**config.mk**
```make
export PLATFORM = sky130hd
export DESIGN_NAME = tone_pwm_sounder
export DESIGN_NICKNAME = d
export VERILOG_FILES = /design/src/rtl/sounder_pkg.sv /design/src/rtl/sounder_regs.sv /design/src/rtl/sounder_ctrl.sv /design/src/rtl/sounder_datapath.sv /design/src/rtl/tone_pwm_sounder.sv
export SDC_FILE = /design/constraint.sdc
export NUM_CORES = 1
export LEC_CHECK = 0
export ABC_AREA = 1
export BUFFER_PORTS_ARGS = -buffer_cell sky130_fd_sc_hd__buf_2
export CAP_MARGIN = 20
export CORE_MARGIN = 2
export CORE_UTILIZATION = 54
export DETAILED_ROUTE_END_ITERATION = 10
export PLACE_DENSITY = 0.85
export SLEW_MARGIN = 30
export SYNTH_ARGS = -nofsm -noshare
export SYNTH_HDL_FRONTEND = slang
export SYNTH_SLANG_ARGS = --single-unit
```
**constraint.sdc**
```tcl
create_clock -name clk -period 1.5 [get_ports clk]
set_input_delay 0.15 -clock clk [delete_from_list [all_inputs] [get_ports clk]]
set_output_delay 0.15 -clock clk [all_outputs]
set_load 0.02 [all_outputs]
```
**src/rtl/sounder_pkg.sv**
```systemverilog
package sounder_pkg;

  // Strobes issued by the sequencing control to the datapath each cycle.
  typedef struct packed {
    logic clear;      // block stopped: hold counters at zero
    logic tick;       // carrier counter advances this cycle
    logic periodEnd;  // last step of a carrier period
  } strobeT;

  localparam logic [1:0] ADDR_CTRL   = 2'd0;
  localparam logic [1:0] ADDR_DUTY   = 2'd1;
  localparam logic [1:0] ADDR_RELOAD = 2'd2;

endpackage

```
**src/rtl/sounder_regs.sv**
```systemverilog
module sounder_regs
  import sounder_pkg::*;
#(
  parameter int BUS_W    = 8,
  parameter int DUTY_W   = 8,
  parameter int RELOAD_W = 8,
  parameter int SEL_W    = 2
) (
  input  logic                clk,
  input  logic                rstN,
  input  logic                wrEn,
  input  logic [1:0]          wrAddr,
  input  logic [BUS_W-1:0]    wrData,
  output logic                enable,
  output logic [SEL_W-1:0]    selReg,
  output logic [DUTY_W-1:0]   dutyReg,
  output logic [RELOAD_W-1:0] reloadReg
);

  localparam int SEL_LO = 1;
  localparam int SEL_HI = SEL_LO + SEL_W - 1;

  always_ff @(posedge clk or negedge rstN) begin
    if (!rstN) begin
      enable    <= 1'b0;
      selReg    <= '0;
      dutyReg   <= '0;
      reloadReg <= '0;
    end else if (wrEn) begin
      unique case (wrAddr)
        ADDR_CTRL: begin
          enable <= wrData[0];
          selReg <= wrData[SEL_HI:SEL_LO];
        end
        ADDR_DUTY:   dutyReg   <= wrData[DUTY_W-1:0];
        ADDR_RELOAD: reloadReg <= wrData[RELOAD_W-1:0];
        default: ;
      endcase
    end
  end

  // the spare address leaves every setting untouched
  p_spare_addr_r2: assert property (@(posedge clk) disable iff (!rstN)
    (wrEn && wrAddr == 2'd3) |=> $stable({enable, selReg, dutyReg, reloadReg}));

endmodule

```
**src/rtl/sounder_ctrl.sv**
```systemverilog
module sounder_ctrl
  import sounder_pkg::*;
#(
  parameter int SEL_W = 2
) (
  input  logic             clk,
  input  logic             rstN,
  input  logic             enable,
  input  logic [SEL_W-1:0] selReg,
  input  logic             pwmAtTop,
  output strobeT           strb
);

  // Largest divider is 2**(2**SEL_W - 1); the prescaler needs that many bits.
  localparam int PRE_W = (1 << SEL_W) - 1;

  logic [SEL_W-1:0] selAct;
  logic [PRE_W-1:0] preCnt;
  logic [PRE_W-1:0] preMask;

  always_comb begin
    preMask        = PRE_W'((1 << selAct) - 1);
    strb.clear     = !enable;
    strb.tick      = enable && (preCnt == preMask);
    strb.periodEnd = strb.tick && pwmAtTop;
  end

  always_ff @(posedge clk or negedge rstN) begin
    if (!rstN) begin
      preCnt <= '0;
      selAct <= '0;
    end else if (!enable) begin
      preCnt <= '0;
      selAct <= selReg;
    end else begin
      if (strb.tick) preCnt <= '0;
      else           preCnt <= preCnt + 1'b1;
      if (strb.periodEnd) selAct <= selReg;
    end
  end

  // prescaler never runs past the divider in force
  p_pre_bound_r3: assert property (@(posedge clk) disable iff (!rstN)
    preCnt <= preMask);

  // divider in force changes only at a period end while running
  p_sel_hold_r7: assert property (@(posedge clk) disable iff (!rstN)
    (enable && !strb.periodEnd) |=> $stable(selAct));

  // stopping zeroes the prescaler on the next edge
  p_pre_clear_r8: assert property (@(posedge clk) disable iff (!rstN)
    strb.clear |=> preCnt == '0);

endmodule

```
**src/rtl/sounder_datapath.sv**
```systemverilog
module sounder_datapath
  import sounder_pkg::*;
#(
  parameter int DUTY_W   = 8,
  parameter int RELOAD_W = 8
) (
  input  logic                clk,
  input  logic                rstN,
  input  strobeT              strb,
  input  logic [DUTY_W-1:0]   dutyReg,
  input  logic [RELOAD_W-1:0] reloadReg,
  output logic                pwmAtTop,
  output logic                pwmOut,
  output logic                toneOut,
  output logic                soundOut
);

  logic [DUTY_W-1:0]   pwmCnt;
  logic [DUTY_W-1:0]   dutyAct;
  logic [RELOAD_W-1:0] toneCnt;
  logic                toneLvl;

  always_ff @(posedge clk or negedge rstN) begin
    if (!rstN) begin
      pwmCnt  <= '0;
      dutyAct <= '0;
      toneCnt <= '0;
      toneLvl <= 1'b0;
    end else if (strb.clear) begin
      pwmCnt  <= '0;
      toneCnt <= '0;
      toneLvl <= 1'b0;
      dutyAct <= dutyReg;
    end else if (strb.tick) begin
      pwmCnt <= pwmCnt + 1'b1;
      if (strb.periodEnd) begin
        dutyAct <= dutyReg;
        if (toneCnt == '0) begin
          toneCnt <= reloadReg;
          toneLvl <= !toneLvl;
        end else begin
          toneCnt <= toneCnt - 1'b1;
        end
      end
    end
  end

  always_comb begin
    pwmAtTop = &pwmCnt;
    pwmOut   = !strb.clear && (pwmCnt < dutyAct);
    toneOut  = toneLvl;
    soundOut = pwmOut && toneLvl;
  end

  // duty in force holds between period boundaries
  p_duty_hold_r7: assert property (@(posedge clk) disable iff (!rstN)
    (!strb.clear && !strb.periodEnd) |=> $stable(dutyAct));

  // tone level only moves at a period end or on a stop
  p_tone_step_r5: assert property (@(posedge clk) disable iff (!rstN)
    !$stable(toneLvl) |-> ($past(strb.periodEnd) || $past(strb.clear)));

  // a stop zeroes the counters and drops the tone
  p_stop_clear_r8: assert property (@(posedge clk) disable iff (!rstN)
    strb.clear |=> (pwmCnt == '0 && toneCnt == '0 && !toneLvl));

  // carrier counter only moves on a tick
  p_cnt_step_r4: assert property (@(posedge clk) disable iff (!rstN)
    (!strb.tick && !strb.clear) |=> $stable(pwmCnt));

endmodule

```
**src/rtl/tone_pwm_sounder.sv**
```systemverilog
module tone_pwm_sounder
  import sounder_pkg::*;
#(
  parameter int BUS_W    = 8,
  parameter int DUTY_W   = 8,
  parameter int RELOAD_W = 8,
  parameter int SEL_W    = 2
) (
  input  logic             clk,
  input  logic             rstN,
  input  logic             wrEn,
  input  logic [1:0]       wrAddr,
  input  logic [BUS_W-1:0] wrData,
  output logic             pwmOut,
  output logic             toneOut,
  output logic             soundOut
);

  logic                enable;
  logic [SEL_W-1:0]    selReg;
  logic [DUTY_W-1:0]   dutyReg;
  logic [RELOAD_W-1:0] reloadReg;
  logic                pwmAtTop;
  strobeT              strb;

  sounder_regs #(
    .BUS_W(BUS_W), .DUTY_W(DUTY_W), .RELOAD_W(RELOAD_W), .SEL_W(SEL_W)
  ) u_regs (
    .clk(clk), .rstN(rstN), .wrEn(wrEn), .wrAddr(wrAddr), .wrData(wrData),
    .enable(enable), .selReg(selReg), .dutyReg(dutyReg), .reloadReg(reloadReg)
  );

  sounder_ctrl #(.SEL_W(SEL_W)) u_ctrl (
    .clk(clk), .rstN(rstN), .enable(enable), .selReg(selReg),
    .pwmAtTop(pwmAtTop), .strb(strb)
  );

  sounder_datapath #(.DUTY_W(DUTY_W), .RELOAD_W(RELOAD_W)) u_dp (
    .clk(clk), .rstN(rstN), .strb(strb), .dutyReg(dutyReg),
    .reloadReg(reloadReg), .pwmAtTop(pwmAtTop), .pwmOut(pwmOut),
    .toneOut(toneOut), .soundOut(soundOut)
  );

  // the pin is never high without the tone
  p_gate_r6: assert property (@(posedge clk) disable iff (!rstN)
    !toneOut |-> !soundOut);

endmodule

```
# Word level (Yosys, flattened, before mapping)
# Cells that the tools add are included.
classes:
  n_addsub: 4
  n_lt_le_gt_ge: 1
  eq_ne: 6
  n_shift: 1
  mux: 17
  n_reduce_logical: 13
ops:
  columns: ["cell", "count"]
  rows:
  - ["8-bit two-way mux", 9]
  - ["8-bit by 1-bit adder with 8-bit output, second input constant", 1]
  - ["8-bit logical NOT", 1]
  - ["8-bit < comparator", 1]
  - ["2-bit AND reduction", 4]
  - ["8-bit AND reduction", 1]
  - ["8-bit by 1-bit subtractor with 8-bit output, second input constant", 1]
  - ["3-bit two-way mux", 2]
  - ["1-bit logical AND", 4]
  - ["1-bit two-way mux", 4]
  - ["2-bit two-way mux", 2]
  - ["2-bit inequality test, second input constant", 2]
  - ["3-bit by 1-bit adder with 3-bit output, second input constant", 1]
  - ["3-bit equality test", 1]
  - ["3-bit AND reduction", 1]
  - ["1-bit by 2-bit left shift with 3-bit output, first input constant", 1]
  - ["3-bit by 2-bit subtractor with 3-bit output, second input constant", 1]
  - ["2-bit by 1-bit equality test with 1-bit output, second input constant", 1]
  - ["2-bit equality test, second input constant", 1]
  - ["2-bit logical NOT", 1]
  - ["2-bit by 1-bit inequality test with 1-bit output, second input constant", 1]
  - ["1-bit logical NOT", 1]
word_totals:
  ff_bits: 49
  in_bits: 13
  output_inout_bits: 3
  wordCells: 52

# Logic depth before layout (Yosys ltp)
logic_depth:
  word_depth: 8
  ltp_mapped: 9
  depth_no_buf: 9

# Hierarchy
# Synthesis repeated with hierarchy kept, for this count alone.
hier_totals:
  hier_cells: 325
  hier_area_um2: 2568.7
by_module_without_submodules:
  columns: ["mod", "instances", "cells_per_inst", "area_per_inst_um2", "seq_area_each_um2"]
  rows:
  - ["sounder_datapath", 1, 200, 1490.2, 625.6]
  - ["sounder_regs", 1, 86, 795.8, 475.5]
  - ["sounder_ctrl", 1, 39, 282.8, 125.1]

# Worst setup path before layout
# No wires, ideal clock.
synth_timing:
  path_kind: "register to output"
  from: "register u_dp.pwmCnt[7]"
  to: "output port soundOut"
  arrival_time_ps: 1436
  required_ps: 1350
  path_slack_ps: -86
  stages_incl_launch_ff: 6
  n_path_buf: 0
  path_cell_list: "dfrtp_1 -> ha_1 -> a21oi_1 -> o21a_1 -> nand2_1 -> nor3_1"
synth_between:
  elab_chain_cells: 3
synth_lines:
  columns: ["item", "line_no", "source"]
  rows:
  - ["from (decl)", "sounder_datapath.sv:18", "logic [DUTY_W-1:0] pwmCnt;"]
  - ["from (signal assigned)", "sounder_datapath.sv:35", "pwmCnt <= pwmCnt + 1'b1;"]
  - ["8-bit < comparator", "sounder_datapath.sv:50", "pwmOut = !strb.clear && (pwmCnt < dutyAct);"]
  - ["1-bit logical AND", "sounder_datapath.sv:50", null]
  - ["1-bit logical AND", "sounder_datapath.sv:52", "soundOut = pwmOut && toneLvl;"]
  - ["to (decl)", "tone_pwm_sounder.sv:16", "output logic soundOut"]
# No other way between the ends.

# Worst setup path after layout
layout_timing:
  from: "register u_dp.pwmCnt[1]"
  to: "register u_dp.toneCnt[2]"
layout_between:
  elab_chain_cells: 4
layout_lines:
  columns: ["item", "line_no", "source"]
  rows:
  - ["8-bit AND reduction", "sounder_datapath.sv:49", "pwmAtTop = &pwmCnt;"]
  - ["1-bit logical AND", "sounder_ctrl.sv:25", "strb.periodEnd = strb.tick && pwmAtTop;"]
  - ["2-bit inequality test (no line)", null, null]
  - ["2-bit AND reduction (no line)", null, null]
  - ["to (signal assigned)", "sounder_datapath.sv:39", "toneCnt <= reloadReg;"]
  - ["to (signal assigned)", "sounder_datapath.sv:42", "toneCnt <= toneCnt - 1'b1;"]
  - ["to (decl)", "sounder_datapath.sv:20", "logic [RELOAD_W-1:0] toneCnt;"]
# No other way between the ends.
# A chain may end at the register's enable or synchronous reset.

==> summary.md <==
| Metric | Value |
|---|---|
| Min Hold Slack | `0.113 ns` |
| Slew @ Worst Pin | `0.493 ns` |
| Total negative slack | `-3.82 ns` |
| CP max stage cell | `dfrtp_1` |
| Power Internal | `2.47 mW` |
| Non-filler cells in the finished layout | `461` |
| Max-cap check violation count | `0` |
| CP top delay family | `simple AND/OR/NAND/NOR gates` |
| Die width | `74.8 µm` |
| Vias | `2,502` |
| PortBufs | `15` |
| Overall Global Routing Usage | `22.7%` |
| CP Capture Type | `register` |
| Latest clock arrival within the worst-skew pair | `0.31 ns` |
| Pre-CTS setup slack | `-0.0901 ns` |
| Overall Power | `3.70 mW` |
| Sw Share | `33.3%` |
| P&R area growth vs syn | `22.8%` |
| Die area | `5590 µm²` |
| Num CTS Buffers | `5` |
| Required @ worst endpoint | `1.70 ns` |
| IO Pins | `16` |
| Minimum clock period | `1.76 ns` |
| Synthesized flop and latch total | `49` |
| Relative contribution of sequential cells to total power | `44.4%` |
| Top_reg_cell synth | `dfrtp_1` |
| Max clock buf depth | `2` |
| Final net count | `417` |
| Post-layout instance area | `3320 µm²` |
| Peak supply drop | `0.641 mV` |
| Dpl cells | `430` |
| Cells taking the most area after synthesis | `dfrtp_1, nand2_1, nand3_1` |
| FP Rows | `25` |
| GRT met3 Usage | `4.02%` |
| First-pass GRT wire length | `9760 µm` |
| GR Util met2 | `37.6%` |
| Most frequent cell after synthesis | `nand2_1` |
| Clock power share | `26.9%` |
| Final Util | `69.4%` |
| Crit path capture | `u_dp.toneCnt[2]$_DFFE_PN0P_` |
| Worst path depth | `8` |
| Grt peak-use layer | `met2` |
| R2r endpoint | `u_dp.toneCnt[2]$_DFFE_PN0P_` |
| YS warnings | `0` |
| Routed Antenna Nets | `0` |
| Top cells by count, synth | `nand2_1, dfrtp_1, inv_1` |
| Layout cells sized above 1 | `23.6%` |
| Switching pwr | `1.23 mW` |
| H-tree lvl count | `2` |
| Max incr delay on CP | `0.39 ns` |
| CP Launch Type | `register` |
| Drt first pass iters | `5` |
| Placer Congestion | `0.845` |
| Final hold violations | `0` |
| Wire per inst | `14.4 µm` |
| Buffers and inverters on the worst path | `2` |
| Area leader, netlist | `dfrtp_1` |
| DRT iter0 DRCs | `325` |
| CTS tree | `yes` |
| Synth async-reset ratio | `100%` |
| Vias in the first global route | `2,199` |
| Post-synth top area share | `45.3%` |
| Clk sinks | `49` |
| Clock transition at the registers of the reported paths | `0.09 ns` |
| RSZ-0062 raised after global routing | `true` |
| Number of synthesized flops with an enable pin | `0` |
| Crit path cell chain | `buf_6 -> ha_4 -> nand3_4 -> nor3_4 -> buf_4 -> nand3_2 -> nand3_1 -> nand2_1` |
| Power share of the combinational group | `28.7%` |
| Vias per cell | `5.43` |
| Flop2flop setup slack | `-0.26 ns` |
| Crit-path max FO | `9` |
| Power Density | `1110 nW/µm²` |
| Crit path from | `u_dp.pwmCnt[1]$_DFFE_PN0P_` |
| Worst Setup Path Type | `register to register` |
| Status | `finished with violations` |
| Final Setup Violations | `24` |
| P_leak | `1.74 nW` |
| WL final | `6660 µm` |
| Pin count of the biggest net entering global routing | `50` |
| Failing checks | `setup timing` |
| DRC viols | `0` |
| Area post-placement | `2940 µm²` |
| Net count after synthesis | `365` |
| Grt total ovfl | `0` |
| Setup Skew | `0.0116 ns` |
| Slew headroom | `67.1%` |
| Sequential share of the synthesized area | `45.3%` |
| N_diodes | `0` |
| Worst EP arrival | `1.95 ns` |
| Syn avg cell area | `7.93 µm²` |
| Die H | `74.8 µm` |
| Fin. max-slew vios | `0` |
| Mapped Cells | `341` |
| Initial Utilization | `56.5%` |
| Met1 Use GR | `30.8%` |
| RR Startpoint | `u_dp.pwmCnt[1]$_DFFE_PN0P_` |
| Cell variety after synth | `29` |
| Initial antenna violation count | `0` |
| Post-route setup slack | `-0.256 ns` |
| Post-Syn Area | `2700 µm²` |
| DP HPWL | `3900 µm` |
| Clock Root Buffer | `clkbuf_8` |
| Final worst-path cycle share | `117%` |
| Fmax achieved | `570 MHz` |
| Core Area | `4790 µm²` |
| HP Class | `primary input to register` |
| R2R depth | `8` |
==> area by class of cell <==
class | count | area [µm²]
repair inverters | 1 | 7.51
clock inverters | 2 | 37.5
fillers | 354 | 1470
multi-input cells | 241 | 1350
repair buffers | 49 | 354
clock buffers | 6 | 82.6
inverters | 46 | 175
flip-flops and latches | 49 | 1230
well taps | 67 | 83.8
==> sequential cells by signal, indices dropped and copies added (netlist names) <==
name	cells
u_ctrl.preCnt	3
u_ctrl.selAct	2
u_dp.dutyAct	8
u_dp.pwmCnt	8
u_dp.toneCnt	8
u_dp.toneOut	1
u_regs.dutyReg	8
u_regs.enable	1
u_regs.reloadReg	8
u_regs.selReg	2
==> worst min-delay path: cells and delay by family <==
| family | cells | cell delay [ns] |
|---|---|---|
| buffers and inverters | 2 | 0.14 |
| AOI/OAI and AO/OA | 1 | 0.08 |
==> worst min path at each step <==
stage	startpoint	slack (ns)	endpoint	depth (start not counted)
2_1_floorplan	rstN	-0.15	u_ctrl.preCnt[0]$_DFF_PN0_	0
3_3_place_gp	rstN	0.15	u_ctrl.preCnt[2]$_DFF_PN0_	2
3_5_place_dp	rstN	0.16	u_ctrl.preCnt[2]$_DFF_PN0_	2
4_1_cts	wrData[5]	0.11	u_regs.reloadReg[5]$_DFFE_PN0P_	3
5_1_grt	wrData[5]	0.12	u_regs.reloadReg[5]$_DFFE_PN0P_	3
6_report	wrData[6]	0.11	u_regs.reloadReg[6]$_DFFE_PN0P_	3
==> logic make-up after synthesis <==
kind of cell	after synthesis	synth area share, %
AOI/OAI and AO/OA	41	8.28
xor gates and xnor gates	4	1.30
adders and majority gates	11	5.09
buffers and inverters	54	8.19
DFF	49	45.3
and+or+nand+nor	182	31.8
==> power groups by stage <==
stage                     sequential (mW)  combinational, mW  clock, mW
final                                1.64               1.06      0.995
after detailed placement             1.65              0.813          0
after global placement               1.65              0.779          0
after global routing                 1.66               1.17       1.04
after CTS                            1.62              0.893       1.00
after floorplan                      1.61              0.604          0
==> cells in the final DEF, fill, tap and decap left out, types with 2 or more instances in the layout <==
cell / netlist / routed
nand2_1: 107 / 105
dfrtp_1: 49 / 49
inv_1: 40 / 39
nand3_1: 35 / 33
buf_4: 0 / 33
o21ai_0: 24 / 24
nor2_1: 17 / 17
buf_2: 3 / 13
nand3_2: 7 / 10
a21oi_1: 10 / 9
ha_1: 11 / 9
inv_2: 6 / 6
clkbuf_8: 0 / 6
nand4_1: 4 / 4
nor2_2: 3 / 3
o21ai_1: 3 / 3
nand2_2: 1 / 2
xnor2_1: 2 / 2
nor2_4: 2 / 2
nand3_4: 1 / 2
o21ai_4: 1 / 2
xor2_1: 2 / 2
o21bai_1: 2 / 2
ha_4: 0 / 2
clkinvlp_4: 0 / 2
==> layer usage <==
layer,share of wire (%),up-vias
li1,-,1199
met1,43,1171
met2,50,115
met3,5.7,17
met4,2.0,0
met5,0,-
==> what timing repair did <==
| item | CTS | global route |
|---|---|---|
| gates resized for setup | 6 | 11 |
| pin swaps | 1 | 5 |
| setup endpoints to repair | 21 | 26 |
| buffers inserted | 11 | 7 |
| hold buffers | 1 | 0 |
| gates cloned | 0 | 4 |
| endpoints found under the hold margin | 49 | 0 |
Note: power is estimated with default switching activity, not from simulation.
